### src/rtl/ecc_cap_pkg.sv
package ecc_cap_pkg;

    localparam int IDX_W    = 4;
    localparam int THR_W    = 8;
    localparam int THR_LSB  = 16;
    localparam int FLAG_SBE = 0;
    localparam int FLAG_MBE = 1;

    typedef enum logic [IDX_W-1:0] {
        RG_STATUS  = 4'd0,
        RG_IRQEN   = 4'd1,
        RG_MASK    = 4'd2,
        RG_SBECTL  = 4'd3,
        RG_CAP_DHI = 4'd4,
        RG_CAP_DLO = 4'd5,
        RG_CAP_SYN = 4'd6,
        RG_CAP_ALO = 4'd7,
        RG_CAP_AHI = 4'd8,
        RG_INJ_DHI = 4'd9,
        RG_INJ_DLO = 4'd10,
        RG_INJ_CTL = 4'd11,
        RG_CFG     = 4'd12
    } reg_idx_e;

    typedef enum logic {
        ST_ARMED = 1'b0,
        ST_HELD  = 1'b1
    } cap_state_e;

endpackage

### src/rtl/ecc_sbe_counter.sv
module ecc_sbe_counter #(
    parameter int THR_W = 8
) (
    input  logic             clk,
    input  logic             rst_n,
    input  logic             sbe_evt,
    input  logic [THR_W-1:0] thr,
    output logic [THR_W-1:0] count,
    output logic             hit
);
    logic [THR_W-1:0] cnt_q;
    logic [THR_W:0]   cnt_inc;
    logic [THR_W:0]   thr_eff;

    assign cnt_inc = {1'b0, cnt_q} + 1'b1;
    assign thr_eff = (thr == '0) ? {{THR_W{1'b0}}, 1'b1} : {1'b0, thr};
    assign hit     = sbe_evt && (cnt_inc >= thr_eff);
    assign count   = cnt_q;

    always_ff @(posedge clk) begin
        if (!rst_n)       cnt_q <= '0;
        else if (hit)     cnt_q <= '0;
        else if (sbe_evt) cnt_q <= cnt_inc[THR_W-1:0];
    end
endmodule

### src/rtl/ecc_cap_fsm.sv
module ecc_cap_fsm
    import ecc_cap_pkg::*;
(
    input  logic       clk,
    input  logic       rst_n,
    input  logic       any_err,
    input  logic       set_sbe,
    input  logic       set_mbe,
    input  logic       clr_wr,
    input  logic [1:0] clr_bits,
    output logic [1:0] flags,
    output cap_state_e state,
    output logic       cap_en
);
    cap_state_e state_q, state_d;
    logic [1:0] flags_q, flags_d;

    assign flags_d = (flags_q & ~(clr_wr ? clr_bits : 2'b00)) | {set_mbe, set_sbe};

    always_comb begin
        state_d = state_q;
        unique case (state_q)
            ST_ARMED: if (set_sbe || set_mbe) state_d = ST_HELD;
            ST_HELD:  if (flags_d == 2'b00)   state_d = ST_ARMED;
            default:  state_d = ST_ARMED;
        endcase
    end

    always_ff @(posedge clk) begin
        if (!rst_n) begin
            state_q <= ST_ARMED;
            flags_q <= 2'b00;
        end else begin
            state_q <= state_d;
            flags_q <= flags_d;
        end
    end

    always_comb begin
        cap_en = (state_q == ST_ARMED) && any_err;
        flags  = flags_q;
        state  = state_q;
    end
endmodule

### src/rtl/ecc_inject.sv
module ecc_inject #(
    parameter int DATA_W = 64,
    parameter int ECC_W  = 8
) (
    input  logic              enable,
    input  logic [DATA_W-1:0] data_in,
    input  logic [ECC_W-1:0]  chk_in,
    input  logic [DATA_W-1:0] data_mask,
    input  logic [ECC_W-1:0]  chk_mask,
    output logic [DATA_W-1:0] data_out,
    output logic [ECC_W-1:0]  chk_out
);
    genvar gi;
    generate
        for (gi = 0; gi < DATA_W; gi++) begin : g_dbit
            assign data_out[gi] = data_in[gi] ^ (enable & data_mask[gi]);
        end
        for (gi = 0; gi < ECC_W; gi++) begin : g_cbit
            assign chk_out[gi] = chk_in[gi] ^ (enable & chk_mask[gi]);
        end
    endgenerate
endmodule

### src/rtl/ecc_err_capture.sv
module ecc_err_capture
    import ecc_cap_pkg::*;
#(
    parameter int ADDR_W = 40,
    parameter int ECC_W  = 8,
    localparam int SYN_W = 2 * ECC_W
) (
    input  logic              clk,
    input  logic              rst_n,
    input  logic              reg_wen,
    input  logic [IDX_W-1:0]  reg_addr,
    input  logic [31:0]       reg_wdata,
    output logic [31:0]       reg_rdata,
    input  logic              err_sbe,
    input  logic              err_mbe,
    input  logic [ADDR_W-1:0] err_addr,
    input  logic [63:0]       err_data,
    input  logic [SYN_W-1:0]  err_chk,
    input  logic [63:0]       wr_data_in,
    input  logic [ECC_W-1:0]  wr_chk_in,
    output logic [63:0]       wr_data_out,
    output logic [ECC_W-1:0]  wr_chk_out,
    output logic              irq
);
    logic [1:0]       irq_en_q, mask_q;
    logic [THR_W-1:0] thr_q, sbe_count;
    logic             narrow_q, inj_en_q;
    logic [31:0]      cap_dhi_q, cap_dlo_q, cap_alo_q, cap_ahi_q;
    logic [SYN_W-1:0] cap_syn_q, syn_sel;
    logic [31:0]      inj_dhi_q, inj_dlo_q, addr_hi_ext;
    logic [ECC_W-1:0] inj_ecc_q;
    logic [1:0]       flags;
    logic             q_sbe, q_mbe, sbe_hit, cap_en, clr_wr;
    cap_state_e       cap_state;

    assign q_sbe  = err_sbe && !mask_q[FLAG_SBE];
    assign q_mbe  = err_mbe && !mask_q[FLAG_MBE];
    assign clr_wr = reg_wen && (reg_addr == RG_STATUS);

    generate
        if (ADDR_W > 32) begin : g_ahi
            assign addr_hi_ext = 32'(err_addr[ADDR_W-1:32]);
        end else begin : g_no_ahi
            assign addr_hi_ext = '0;
        end
    endgenerate

    assign syn_sel = narrow_q ? err_chk : {{ECC_W{1'b0}}, err_chk[ECC_W-1:0]};

    ecc_sbe_counter #(.THR_W(THR_W)) u_cnt (
        .clk(clk), .rst_n(rst_n), .sbe_evt(q_sbe), .thr(thr_q),
        .count(sbe_count), .hit(sbe_hit)
    );

    ecc_cap_fsm u_fsm (
        .clk(clk), .rst_n(rst_n), .any_err(q_sbe || q_mbe),
        .set_sbe(sbe_hit), .set_mbe(q_mbe), .clr_wr(clr_wr),
        .clr_bits(reg_wdata[1:0]), .flags(flags), .state(cap_state),
        .cap_en(cap_en)
    );

    ecc_inject #(.DATA_W(64), .ECC_W(ECC_W)) u_inj (
        .enable(inj_en_q), .data_in(wr_data_in), .chk_in(wr_chk_in),
        .data_mask({inj_dhi_q, inj_dlo_q}), .chk_mask(inj_ecc_q),
        .data_out(wr_data_out), .chk_out(wr_chk_out)
    );

    always_ff @(posedge clk) begin
        if (!rst_n) begin
            irq_en_q  <= '0;
            mask_q    <= '0;
            thr_q     <= '0;
            narrow_q  <= 1'b0;
            inj_en_q  <= 1'b0;
            inj_ecc_q <= '0;
            inj_dhi_q <= '0;
            inj_dlo_q <= '0;
        end else if (reg_wen) begin
            case (reg_addr)
                RG_IRQEN:   irq_en_q  <= reg_wdata[1:0];
                RG_MASK:    mask_q    <= reg_wdata[1:0];
                RG_SBECTL:  thr_q     <= reg_wdata[THR_LSB +: THR_W];
                RG_CFG:     narrow_q  <= reg_wdata[0];
                RG_INJ_DHI: inj_dhi_q <= reg_wdata;
                RG_INJ_DLO: inj_dlo_q <= reg_wdata;
                RG_INJ_CTL: begin
                    inj_ecc_q <= reg_wdata[ECC_W-1:0];
                    inj_en_q  <= reg_wdata[ECC_W];
                end
                default: ;
            endcase
        end
    end

    always_ff @(posedge clk) begin
        if (!rst_n) begin
            cap_dhi_q <= '0;
            cap_dlo_q <= '0;
            cap_alo_q <= '0;
            cap_ahi_q <= '0;
            cap_syn_q <= '0;
        end else if (cap_en) begin
            cap_dhi_q <= err_data[63:32];
            cap_dlo_q <= err_data[31:0];
            cap_alo_q <= err_addr[31:0];
            cap_ahi_q <= addr_hi_ext;
            cap_syn_q <= syn_sel;
        end
    end

    assign irq = |(flags & irq_en_q);

    always_comb begin
        case (reg_addr)
            RG_STATUS:  reg_rdata = {30'b0, flags};
            RG_IRQEN:   reg_rdata = {30'b0, irq_en_q};
            RG_MASK:    reg_rdata = {30'b0, mask_q};
            RG_SBECTL:  reg_rdata = {8'b0, thr_q, 8'b0, sbe_count};
            RG_CAP_DHI: reg_rdata = cap_dhi_q;
            RG_CAP_DLO: reg_rdata = cap_dlo_q;
            RG_CAP_SYN: reg_rdata = {{(32-SYN_W){1'b0}}, cap_syn_q};
            RG_CAP_ALO: reg_rdata = cap_alo_q;
            RG_CAP_AHI: reg_rdata = cap_ahi_q;
            RG_INJ_DHI: reg_rdata = inj_dhi_q;
            RG_INJ_DLO: reg_rdata = inj_dlo_q;
            RG_INJ_CTL: reg_rdata = {{(31-ECC_W){1'b0}}, inj_en_q, inj_ecc_q};
            RG_CFG:     reg_rdata = {31'b0, narrow_q};
            default:    reg_rdata = '0;
        endcase
    end
endmodule

### config.mk
export PLATFORM = sky130hd
export DESIGN_NAME = ecc_err_capture
export DESIGN_NICKNAME = d
export VERILOG_FILES = /design/src/rtl/ecc_cap_pkg.sv /design/src/rtl/ecc_sbe_counter.sv /design/src/rtl/ecc_cap_fsm.sv /design/src/rtl/ecc_inject.sv /design/src/rtl/ecc_err_capture.sv
export SDC_FILE = /design/constraint.sdc
export NUM_CORES = 1
export LEC_CHECK = 0
export CAP_MARGIN = 20
export CORE_MARGIN = 1
export CORE_UTILIZATION = 46
export DETAILED_ROUTE_END_ITERATION = 6
export GPL_TIMING_DRIVEN = 0
export PLACE_DENSITY_LB_ADDON = 0.25
export SETUP_SLACK_MARGIN = 0.02
export SLEW_MARGIN = 20
export SYNTH_ARGS = -nofsm -noshare
export SYNTH_HDL_FRONTEND = slang
export SYNTH_SLANG_ARGS = --single-unit
export TNS_END_PERCENT = 100
### constraint.sdc
create_clock -name clk -period 3.3 [get_ports clk]
set_input_delay 0.495 -clock clk [delete_from_list [all_inputs] [get_ports clk]]
set_output_delay 0.495 -clock clk [all_outputs]
set_load 0.1 [all_outputs]
==> impl_metrics.py <==
metrics = {
    "outcome": {
        "outcome": "finished clean",
    },
    "layout": {
        "fin_area_sq_um": 14700,
        "multi_input_area_sq_um": 5410,
        "areaGrowthSynthToFinish_pct": 44.1,
        "nets": 1953,
        "fillers": 1936,
        "seq_area_sq_um": 4340,
        "fin_cells": 2007,
        "diodes": 0,
        "drive_gt1_share_pct": 12.3,
    },
    "worst_setup_path": {
        "path_buf_inv": 3,
        "required_ns": 2.80,
        "crit_arrival_ns": 2.69,
        "path_max_fanout": 10,
        "max_stage_delay_ns": 0.58,
        "crit_chain": "clkbuf_1, clkbuf_1, nand2_1, xnor2_1, clkdlybuf4s15_2",
        "setup.worst_path.end_class": "primary output",
        "cp_slowest_cell": "clkdlybuf4s15_2",
        "critPathTopFamily": "buffers and inverters",
        "path_common_cell": "clkbuf_1",
        "crit_type": "reg -> out",
        "crit_path_start_kind": "flip-flop",
    },
    "synthesis": {
        "synthAdderAreaFrac_pct": 1.10,
        "synth_edf_count": 0,
        "synth_top_area_share_pct": 42.6,
        "yosys.area_share.xor_xnor_pct": 6.70,
        "ys_seq_area_share_pct": 42.6,
        "synth_most_common_cell": "nand2_1",
        "synthTopCellsByArea": "dfxtp_1 43%, nand2_1 17%, a21oi_1 10%, xnor2_1 6.4%, a22oi_1 4.6%",
        "synth-compound-area-share_pct": 20.3,
        "avgSynthCellArea_sq_um": 7.55,
        "synth_top_family_by_area": "simple AND/OR/NAND/NOR gates",
        "postSynthNetCount": 1593,
        "synth_top_flop_cell": "dfxtp_1",
        "yosysTopAreaCell": "dfxtp_1",
        "synth_simple_gate_area_share_pct": 23.4,
        "yosys_warnings": 0,
        "synth_commonest_cells": "473 x nand2_1, 217 x dfxtp_1, 209 x a21oi_1",
        "ys_ff_latch": 217,
        "async_reset_ff_share_pct": 0,
        "synth.distinct_cells": 53,
        "synthCells": 1351,
        "syn_area_sq_um": 10200,
        "muxShareOfSynthArea_pct": 1.01,
    },
    "clocking": {
        "cts_buffers": 24,
        "cts_num_sinks": 217,
        "cts-root-buf": "clkbuf_16",
        "clockBufferDepth": 3,
        "clk_pin_slew_worst_paths_ns": 0.06,
        "htree_levels": 1,
        "post_cts_buffers": 0,
        "cts_tree": "built",
        "clock_latency_ns": 0.53,
    },
    "pwr": {
        "vdd_ir_drop_max_uv": 310,
        "power_density_nw_per_um2": 473,
        "leakage_uw": 0.00551,
        "power_uw": 6940,
    },
    "sta": {
        "finalHoldViolCount": 0,
        "final.setup_skew_ns": 0.0210,
        "slew_headroom_pct": 33.9,
        "tightest_slew_ns": 0.990,
        "period_share_pct": 96.4,
        "layout_setup_ws_ns": 0.120,
        "period_needed_ns": 3.18,
        "max_freq_ghz": 0.314,
        "rsz0062_at_grt": "no",
        "finalSetupViolCount": 0,
        "finalSetupTns_ns": 0,
        "slew_violations": 0,
    },
    "placement": {
        "dpl_cell_area_sq_um": 13900,
        "portBuffers": 334,
        "place_ws_ns": -1.34,
        "place_hpwl_um": 32300,
        "place_congestion": 0.953,
        "place_inst": 1965,
    },
    "global_routing": {
        "grt_pass1_vias": 10682,
        "grt-ovfl-total": 0,
        "met1_usage_pct": 49.0,
        "top_usage_layer": "met2",
        "met3_usage_pct": 6.42,
        "grt_max_degree": 14,
        "grt_pass1_wl_um": 61400,
        "gr-usage-all-layers_pct": 36.1,
        "grt_antenna_before_repair": 0,
        "grt_use_met2_pct": 56.4,
    },
    "route": {
        "viasPerCell": 5.75,
        "wl_per_cell_um": 21.0,
        "drcViolationCount": 0,
        "first_pass_iters": 7,
        "drt_iter0_drc": 1202,
        "drtAntennaViolNets": 0,
        "routed_wl_um": 42100,
        "vias": 11539,
    },
    "floorplan": {
        "die_h_um": 151,
        "fp.dieArea_sq_um": 22800,
        "rows": 54,
        "coreArea_sq_um": 21800,
        "pin_count": 338,
        "die_w_um": 151,
        "start_util_pct": 46.9,
    },
    "min_path": {
        "hp-class": "reg -> reg",
    },
    "run": {
        "drv_cap": 0,
    },
}
worst paths after layout:
| check | startpoint | end | slack (ns) | depth (start not counted) |
|---|---|---|---|---|
| hold / removal | cap_syn_q[9] | cap_syn_q[9] | 0.45 | 2 |
| setup reg to reg | u_cnt.count[0] | u_fsm.state | 0.24 | 11 |
| setup / recovery | inj_en_q | wr_chk_out[7] | 0.12 | 5 |
| hold reg to reg | cap_syn_q[9] | cap_syn_q[9] | 0.45 | 2 |
kinds of logic after synthesis:
| group | count (synthesis) |
|---|---|
| adders and majority gates | 9 |
| AOI/OAI and AO/OA | 334 |
| xor gates and xnor gates | 78 |
| buffers and inverters | 116 |
| muxes | 10 |
| and+or+nand+nor | 587 |
| DFF | 217 |
flip-flops by register name, indices dropped and copies added (netlist names):
register	flops
thr_q	8
cap_ahi_q	8
u_cnt.count	8
cap_alo_q	32
irq_en_q	2
u_fsm.flags	2
u_fsm.state	1
cap_dlo_q	32
mask_q	2
cap_syn_q	16
inj_ecc_q	8
inj_dlo_q	32
narrow_q	1
cap_dhi_q	32
inj_en_q	1
inj_dhi_q	32
tightest hold or removal path: cells and delay by family (launching register included):
family           cells  cell delay [ns]
AO/OA/AOI/OAI        1             0.05
AND/OR/NAND/NOR      1             0.05
flip-flops           1             0.31
stage by stage:
step	hold WS (ns)	util [%]
2_1_floorplan	0.429	-
3_3_place_gp	0.440	63.8
3_5_place_dp	0.446	63.8
4_1_cts	0.453	67.6
5_1_grt	0.471	67.5
6_report	0.453	67.5
layer usage:
metal	vias to the layer above	part of all wire [%]	routed length, um
met2	731	45	18900
met4	0	4.1	1720
met1	5387	39	16600
met5	-	0	0
met3	111	12	4880
li1	5310	-	-
where the power goes:
group	switching, uW	internal (uW)	leakage (uW)	total [uW]
clock	1110	1560	0.000383	2670
combinational	937	496	0.00336	1430
sequential	95.4	2750	0.00177	2840
total	2140	4800	0.00551	6940
cells in the final DEF (no fill, tap or decap), types with 3 or more instances in the layout:
cell type        Yosys  layout
and2_1               4       4
a22o_1               7       7
a22oi_1             62      62
clkdlybuf4s50_1      0     228
dfxtp_1            217     217
clkbuf_16            0      24
dlymetal6s2s_1       0       5
nand3b_1             6       6
xnor2_1             75      75
clkbuf_2             0      22
nand2b_1             6       4
o21a_1               3       3
nor2_1              22      20
nor3_1               7       4
xor2_1               3       3
buf_2               42      52
clkbuf_4             0       3
a31oi_1              3       3
mux2i_1              8       8
a221oi_1             9       9
a21oi_1            209     209
inv_1               11      11
nand2_1            473     473
a222oi_1            15      15
ha_1                 9       9
clkinv_2             0       6
clkdlybuf4s15_2      0      61
clkbuf_8             0       3
o21ai_0              7       6
nor2b_1              4       4
nand3_1             52      52
buf_4                0      20
clkbuf_1            60      51
cell type report:
cell class / instances / area share [%]
Tap cell: 280 / 2.38
Buffer: 105 / 3.40
Inverter: 11 / 0.281
Timing Repair Buffer: 334 / 22.3
Clock inverter: 9 / 0.724
Clock buffer: 33 / 4.52
Multi-Input combinational cell: 1018 / 36.8
Sequential cell: 217 / 29.6
repair_timing:
action                     in CTS  in global routing
gates cloned                    0                  0
hold endpoints to repair        0                  0
setup endpoints to repair     101                 46
hold buffers                    0                  0
resized for setup             394                 33
pin swaps                       1                  2
Power figures use the tool's default switching activity.
